### src/rtl/kcr_pkg.sv
package kcr_pkg;

    localparam int REG_W      = 32;
    localparam int KEY_W      = 16;
    localparam int KEY_LSB    = REG_W - KEY_W;
    localparam int CFG_W      = 2;
    localparam int NUM_FLAGS  = 2;
    localparam int NUM_PULSES = 2;

    // Command bit positions inside the low half of a write
    localparam int BIT_CFG_LSB = 0;
    localparam int BIT_NMI_SET = 2;
    localparam int BIT_NMI_CLR = 3;
    localparam int BIT_EXC_SET = 4;
    localparam int BIT_EXC_CLR = 5;
    localparam int BIT_CTL_RST = 6;
    localparam int BIT_SYS_RST = 7;

    // Flag and pulse lane indices
    localparam int FLG_NMI = 0;
    localparam int FLG_EXC = 1;
    localparam int PLS_CTL = 0;
    localparam int PLS_SYS = 1;

    typedef struct packed {
        logic                  cfg_wr;
        logic [CFG_W-1:0]      cfg_val;
        logic [NUM_FLAGS-1:0]  flag_set;
        logic [NUM_FLAGS-1:0]  flag_clr;
        logic [NUM_PULSES-1:0] pulse_req;
    } kcr_cmd_t;

endpackage

### src/rtl/kcr_decode.sv
module kcr_decode
    import kcr_pkg::*;
#(
    parameter logic [KEY_W-1:0] KEY_CFG  = 16'hFA05,
    parameter logic [KEY_W-1:0] KEY_PEND = 16'hBCAF,
    parameter logic [KEY_W-1:0] KEY_SYS  = 16'hBEEF
) (
    input  logic             wr_en,
    input  logic [REG_W-1:0] wr_data,
    output kcr_cmd_t         cmd_o
);

    logic [KEY_W-1:0] key;
    logic             hit_cfg;
    logic             hit_pend;
    logic             hit_sys;

    assign key      = wr_data[REG_W-1:KEY_LSB];
    assign hit_cfg  = wr_en && (key == KEY_CFG);
    assign hit_pend = wr_en && (key == KEY_PEND);
    assign hit_sys  = wr_en && (key == KEY_SYS);

    always_comb begin
        cmd_o = '0;
        if (hit_cfg) begin
            cmd_o.cfg_wr  = 1'b1;
            cmd_o.cfg_val = wr_data[BIT_CFG_LSB +: CFG_W];
        end
        if (hit_pend) begin
            cmd_o.flag_set[FLG_NMI] = wr_data[BIT_NMI_SET];
            cmd_o.flag_clr[FLG_NMI] = wr_data[BIT_NMI_CLR];
            cmd_o.flag_set[FLG_EXC] = wr_data[BIT_EXC_SET];
            cmd_o.flag_clr[FLG_EXC] = wr_data[BIT_EXC_CLR];
        end
        cmd_o.pulse_req[PLS_SYS] = hit_sys && wr_data[BIT_SYS_RST];
        cmd_o.pulse_req[PLS_CTL] = wr_en && wr_data[BIT_CTL_RST];
    end

endmodule

### src/rtl/kcr_flag.sv
module kcr_flag (
    input  logic clk,
    input  logic rst_n,
    input  logic set_i,
    input  logic clr_i,
    output logic flag_o
);

    typedef struct packed {
        logic flag;
    } flag_state_t;

    flag_state_t st_d, st_q;

    always_comb begin
        st_d = st_q;
        if (clr_i) begin
            st_d.flag = 1'b0;
        end else if (set_i) begin
            st_d.flag = 1'b1;
        end
    end

    always_ff @(posedge clk or negedge rst_n) begin
        if (!rst_n) begin
            st_q <= '0;
        end else begin
            st_q <= st_d;
        end
    end

    assign flag_o = st_q.flag;

    // a lone set raises the flag on the next cycle
    assert_set_raises_R4: assert property (@(posedge clk) disable iff (!rst_n)
        (set_i && !clr_i) |=> flag_o);

    assert_clear_wins_R7: assert property (@(posedge clk) disable iff (!rst_n)
        clr_i |=> !flag_o);

    // flag moves only when a command arrived
    assert_flag_cause_R6: assert property (@(posedge clk) disable iff (!rst_n)
        (!set_i && !clr_i) |=> $stable(flag_o));

endmodule

### src/rtl/kcr_pulse.sv
module kcr_pulse (
    input  logic clk,
    input  logic rst_n,
    input  logic req_i,
    output logic pulse_o
);

    typedef struct packed {
        logic pulse;
    } pulse_state_t;

    pulse_state_t st_d, st_q;

    always_comb begin
        st_d       = st_q;
        st_d.pulse = req_i;
    end

    always_ff @(posedge clk or negedge rst_n) begin
        if (!rst_n) begin
            st_q <= '0;
        end else begin
            st_q <= st_d;
        end
    end

    assign pulse_o = st_q.pulse;

    // a pulse always traces back to a request one cycle earlier
    assert_pulse_source_R8: assert property (@(posedge clk) disable iff (!rst_n)
        pulse_o |-> $past(req_i));

    // the pulse drops right after the request goes away
    assert_pulse_ends_R9: assert property (@(posedge clk) disable iff (!rst_n)
        !req_i |=> !pulse_o);

endmodule

### src/rtl/keyed_ctrl_reg.sv
module keyed_ctrl_reg
    import kcr_pkg::*;
#(
    parameter logic [KEY_W-1:0] KEY_CFG  = 16'hFA05,
    parameter logic [KEY_W-1:0] KEY_PEND = 16'hBCAF,
    parameter logic [KEY_W-1:0] KEY_SYS  = 16'hBEEF
) (
    input  logic             clk,
    input  logic             rst_n,
    input  logic             wr_en,
    input  logic [REG_W-1:0] wr_data,
    output logic [REG_W-1:0] rd_data,
    output logic             hwstk_off,
    output logic             nest_off,
    output logic             nmi_pend,
    output logic             exc_pend,
    output logic             ctrl_rst_pulse,
    output logic             sys_rst_pulse
);

    kcr_cmd_t cmd;

    typedef struct packed {
        logic [CFG_W-1:0] cfg;
    } cfg_state_t;

    cfg_state_t cfg_d, cfg_q;

    logic [NUM_FLAGS-1:0]  flags;
    logic [NUM_PULSES-1:0] pulses;

    kcr_decode #(
        .KEY_CFG  (KEY_CFG),
        .KEY_PEND (KEY_PEND),
        .KEY_SYS  (KEY_SYS)
    ) u_decode (
        .wr_en   (wr_en),
        .wr_data (wr_data),
        .cmd_o   (cmd)
    );

    always_comb begin
        cfg_d = cfg_q;
        if (cmd.cfg_wr) begin
            cfg_d.cfg = cmd.cfg_val;
        end
    end

    always_ff @(posedge clk or negedge rst_n) begin
        if (!rst_n) begin
            cfg_q <= '0;
        end else begin
            cfg_q <= cfg_d;
        end
    end

    for (genvar gi = 0; gi < NUM_FLAGS; gi++) begin : g_flag
        kcr_flag u_flag (
            .clk    (clk),
            .rst_n  (rst_n),
            .set_i  (cmd.flag_set[gi]),
            .clr_i  (cmd.flag_clr[gi]),
            .flag_o (flags[gi])
        );
    end

    for (genvar gp = 0; gp < NUM_PULSES; gp++) begin : g_pulse
        kcr_pulse u_pulse (
            .clk     (clk),
            .rst_n   (rst_n),
            .req_i   (cmd.pulse_req[gp]),
            .pulse_o (pulses[gp])
        );
    end

    assign rd_data        = {{(REG_W-CFG_W){1'b0}}, cfg_q.cfg};
    assign hwstk_off      = cfg_q.cfg[0];
    assign nest_off       = cfg_q.cfg[1];
    assign nmi_pend       = flags[FLG_NMI];
    assign exc_pend       = flags[FLG_EXC];
    assign ctrl_rst_pulse = pulses[PLS_CTL];
    assign sys_rst_pulse  = pulses[PLS_SYS];

    assert_cfg_load_R2: assert property (@(posedge clk) disable iff (!rst_n)
        cmd.cfg_wr |=> (rd_data[CFG_W-1:0] == $past(wr_data[CFG_W-1:0])));

    assert_cfg_hold_R3: assert property (@(posedge clk) disable iff (!rst_n)
        !cmd.cfg_wr |=> $stable(rd_data));

    assert_idle_quiet_R10: assert property (@(posedge clk) disable iff (!rst_n)
        !wr_en |=> ($stable({hwstk_off, nest_off, nmi_pend, exc_pend})
                    && !ctrl_rst_pulse && !sys_rst_pulse));

    assert_sys_key_R8: assert property (@(posedge clk) disable iff (!rst_n)
        sys_rst_pulse |-> $past(wr_data[REG_W-1:KEY_LSB] == KEY_SYS));

endmodule

### config.mk
export PLATFORM = sky130hd
export DESIGN_NAME = keyed_ctrl_reg
export DESIGN_NICKNAME = d
export VERILOG_FILES = /design/src/rtl/kcr_pkg.sv /design/src/rtl/kcr_decode.sv /design/src/rtl/kcr_flag.sv /design/src/rtl/kcr_pulse.sv /design/src/rtl/keyed_ctrl_reg.sv
export SDC_FILE = /design/constraint.sdc
export NUM_CORES = 1
export LEC_CHECK = 0
export ABC_AREA = 1
export ABC_CLOCK_PERIOD_IN_PS = 800
export BUFFER_PORTS_ARGS = -buffer_cell sky130_fd_sc_hd__buf_2
export CAP_MARGIN = 20
export CORE_MARGIN = 3
export CORE_UTILIZATION = 30
export DETAILED_ROUTE_END_ITERATION = 8
export PLACE_DENSITY_LB_ADDON = 0.3
export SYNTH_ARGS = -nofsm -noshare
export SYNTH_HDL_FRONTEND = slang
export SYNTH_HIERARCHICAL = 1
export SYNTH_SLANG_ARGS = --single-unit
export TNS_END_PERCENT = 100
### constraint.sdc
create_clock -name clk -period 0.8 [get_ports clk]
set_input_delay 0.12 -clock clk [delete_from_list [all_inputs] [get_ports clk]]
set_output_delay 0.12 -clock clk [all_outputs]
set_load 0.1 [all_outputs]
Word-level counts from Yosys, hierarchy flattened
Index checks and enable logic that the tools add are counted.
- reductions and logical operators: 7
- equal/unequal tests: 3
- mux-type cells: 6
- operator list (kind ; number):
    equality test 16 bit, second input constant ; 3
    logical AND 1 bit ; 5
    2-to-1 mux 1 bit ; 4
    2-to-1 mux 4 bit ; 1
    nonzero test 2 bit ; 2
    2-to-1 mux 3 bit ; 1
- word-level logic and storage cells: 21
- output and inout bits: 38
- input bits: 35
- bits in registers: 6

Longest topological paths before layout
- depth in word-level cells: 5
- depth in mapped cells: 10
- depth with buffers taken out: 9

Modules after synthesis
Netlist, hierarchy kept.
- modules (own cells, without submodules) (module ; area an instance (um^2) ; times used ; seq. area each (um^2) ; cells each):
    keyed_ctrl_reg ; 320.3 ; 1 ; 50.0 ; 42
    kcr_decode ; 221.5 ; 1 ; 0.0 ; 49
    kcr_flag ; 32.5 ; 2 ; 25.0 ; 3
    kcr_pulse ; 25.0 ; 2 ; 25.0 ; 1

Worst setup path after synthesis
OpenSTA, ideal clock, no wires.
- path type: register to output
- start point: register cfg_q[0] (netlist bit)
- end point: output rd_data[0]
- data arrival time: 1340 ps
- stages on the path, launching flop included: 2
- data required time: 680 ps
- path buffers: 1
- setup slack: -660 ps
- cells stage by stage: dfrtp_1 > buf_4
- RTL lines (element ; line ; text):
    from (decl) ; keyed_ctrl_reg.sv:27 ; cfg_state_t cfg_d, cfg_q;
    from (signal assigned) ; keyed_ctrl_reg.sv:53 ; cfg_q <= cfg_d;
    to (decl) ; keyed_ctrl_reg.sv:12 ; output logic [REG_W-1:0] rd_data,
No word-level cell between the ends.

Final worst setup path
- start point: register cfg_q[0] (netlist bit)
- end point: output rd_data[0]
No word-level cell between the ends.

==> metrics.md <==
| Metric | Value |
|---|---|
| Status | `finished with violations` |
| Failing checks | `setup timing` |
| Area post-placement | `860 µm²` |
| Arrival time worst endpoint | `920 ps` |
| Gr usage total | `under 10%` |
| Synth top area share | `37.7%` |
| Most frequent cell after synthesis | `buf_4` |
| Max incr delay on CP | `500 ps` |
| Clock tree buffer depth | `2` |
| Slowest-stage cell, CP | `dfrtp_4` |
| Number of diodes | `0` |
| Critical-path cell list | `buf_12` |
| Crit Path Category | `reg2out` |
| Final setup margin | `-238 ps` |
| Num CTS Buffers | `3` |
| Largest net degree at the start of global routing | `7` |
| Worst-path fanout max | `3` |
| Drt total wl | `1330 µm` |
| Critical path buffers and inverters | `1` |
| Clock skew | `0 ps` |
| I/O Buffers | `34` |
| CTS Sinks | `6` |
| Die Area | `2790 µm²` |
| Mean Syn Cell Area | `approximately 6.6 µm²` |
| Pre-CTS setup slack | `-200 ps` |
| Antenna Violating Nets Remaining | `0` |
| Synth warnings | `6` |
| Ys async rst share | `100%` |
| Clk Latency, worst-skew pair | `230 ps` |
| Largest area contributor in the netlist | `buf_4` |
| Pwr Density | `1450 nW/µm²` |
| Worst R2R Path Depth | `2` |
| Post-synth EDFFs | `0` |
| Critical path depth | `1` |
| Cells after Synth | `a little under 100` |
| Number of max-cap violations | `0` |
| Endpoints failing setup | `8` |
| Slew Viols, Final | `0` |
| Critical Path Start Type | `flip-flop` |
| Vias per cell | `3.49` |
| Minimum clock period | `between 1000 and 1500 ps` |
| Sequential-to-total area share from yosys stat | `22.9%` |
| Hold WS | `74.3 ps` |
| Final hold violations | `0` |
| Root buf cell | `clkbuf_4` |
| Row count | `16` |
| Tcrit/Tclk final | `130%` |
| FILL cells | `214` |
| First-pass GRT wire length | `approximately 1800 µm` |
| Clock transition at path regs | `40 ps` |
| #FFs+latches synth | `6` |
| Vias in the first global route | `457` |
| Most instantiated cells after synthesis | `33 x buf_4, 16 x inv_1, 16 x nand2_1, 16 x nor2_1, 6 x dfrtp_1` |
| Delay-heaviest family, CP | `flip-flops` |
| Pleak | `0.535 nW` |
| Ys flop type | `dfrtp_1` |
| Fmax | `964 MHz` |
| Peak VDD IR | `676 µV` |
| Critical Path RT | `680 ps` |
| Worst Setup End Kind | `output port` |
| Placer Congestion | `0.634` |
| Fin nets | `approximately 170` |
| Initial Utilization | `32.5%` |
| Non-Filler Instances | `between 150 and 200` |
| WL/cell | `between 8 and 9 µm` |
| Post-Syn Area | `657 µm²` |
| Synth cell types | `12` |
| Die extent in x | `52.8 µm` |
| Initial DRC Count | `2` |
| Post-DP HPWL | `1160 µm` |
| Total power | `1.36 mW` |
| Hold path depth | `3` |
| Vias | `569` |
| Initial antenna violation count | `0` |
| Residual DRC | `0` |
| Design area | `937 µm²` |
| IO Pins | `73` |
| Vert. Die Dim | `52.8 µm` |
| Layout cell share with drive strength beyond 1 | `42.6%` |
| Layout overhead on the synthesized area | `42.7%` |
| Area contributors post-synth | `buf_4 38%, dfrtp_1 23%, inv_1 9.1%` |
| Grt ovf | `0` |
| H-tree levels | `1` |
| Placed cells | `156` |
| Worst Hold Class | `in2reg` |
| RSZ-0062 raised after global routing | `true` |
| Core box area | `2020 µm²` |
| Drt pass-1 iters | `2` |
| CTS tree | `yes` |
==> tightest hold or removal path: stages <==
cell and delay [ps]:
buf_2 70, nand2_1 40, inv_1 40
==> where the power goes <==
| group | total [mW] | leakage (nW) | internal (mW) | switching (mW) |
|---|---|---|---|---|
| logic | 0.782 | 0.449 | 0.0868 | 0.695 |
| registers | 0.310 | 0.0717 | 0.308 | 0.00204 |
| clock network | 0.267 | 0.0138 | 0.169 | 0.0978 |
==> kinds of logic after synthesis <==
logic type / count (synthesis) / synth area share (%)
other: 1 / 0.571
AND/OR/NAND/NOR: 43 / 29.7
buffers and inverters: 49 / 46.9
flip-flops: 6 / 22.9
==> final cells by class <==
| cell class | instances | area (µm²) | share of cell area (%) |
|---|---|---|---|
| Sequential cell | 6 | 168 | 17.9 |
| Multi-Input combinational cell | 73 | 318 | 33.9 |
| Inverter | 16 | 60.1 | 6.41 |
| Clock buffer | 3 | 22.5 | 2.40 |
| Tap cell | 27 | 33.8 | 3.60 |
| Timing Repair Buffer | 38 | 335 | 35.8 |
==> final timing paths <==
| check | from | to | slack (ps) |
|---|---|---|---|
| min reg2reg | g_flag[1].u_flag/flag_o | g_flag[1].u_flag/flag_o | 580 |
| min in group asynchronous | rst_n | g_flag[0].u_flag/flag_o | 240 |
| max | cfg_q[0] | rd_data[0] | -240 |
| min | wr_data[6] | g_pulse[0].u_pulse/pulse_o | 70 |
| max reg2reg | g_flag[0].u_flag/flag_o | g_flag[0].u_flag/flag_o | 50 |
| max in group asynchronous | rst_n | cfg_q[1] | 400 |
==> timing repair <==
action	CTS	global route
setup buffers	0	3
endpoints found under the setup margin	8	12
resized for setup	0	8
hold endpoints to repair	6	0
pin swaps	0	8
hold buffers	1	0
gates cloned	0	0
==> cell usage in the layout, fill, tap and decap left out, types with 2 or more instances in the layout <==
master,instances
buf_12,8
buf_2,24
buf_4,3
buf_6,2
clkbuf_4,3
conb_1,30
dfrtp_2,2
dfrtp_4,4
inv_1,13
inv_2,3
nand2_1,16
nand3_2,2
nand4_1,2
nor2_1,14
nor2_2,6
==> per-stage QoR <==
| stage | utilization (%) | setup TNS (ps) |
|---|---|---|
| 6_report | 46.3 | -1630 |
| 5_1_grt | 46.3 | -2010 |
| 4_1_cts | 44.1 | -1730 |
| 3_5_place_dp | 42.5 | -765 |
| 3_3_place_gp | 42.5 | -729 |
| 2_1_floorplan | - | -633 |
==> registers in the layout, summed over array words and instances, names as in the netlist <==
register / count
cfg_q: 2
g_flag.u_flag/flag_o: 2
g_pulse.u_pulse/pulse_o: 2
==> per-layer routing <==
layer  part of all wire (%)  GRT usage [%]
met1                     34           8.84
met2                     53           15.1
met3                     14           5.13
met4                      0           2.55
met5                      0              0
(Power assumes the default switching activity.)
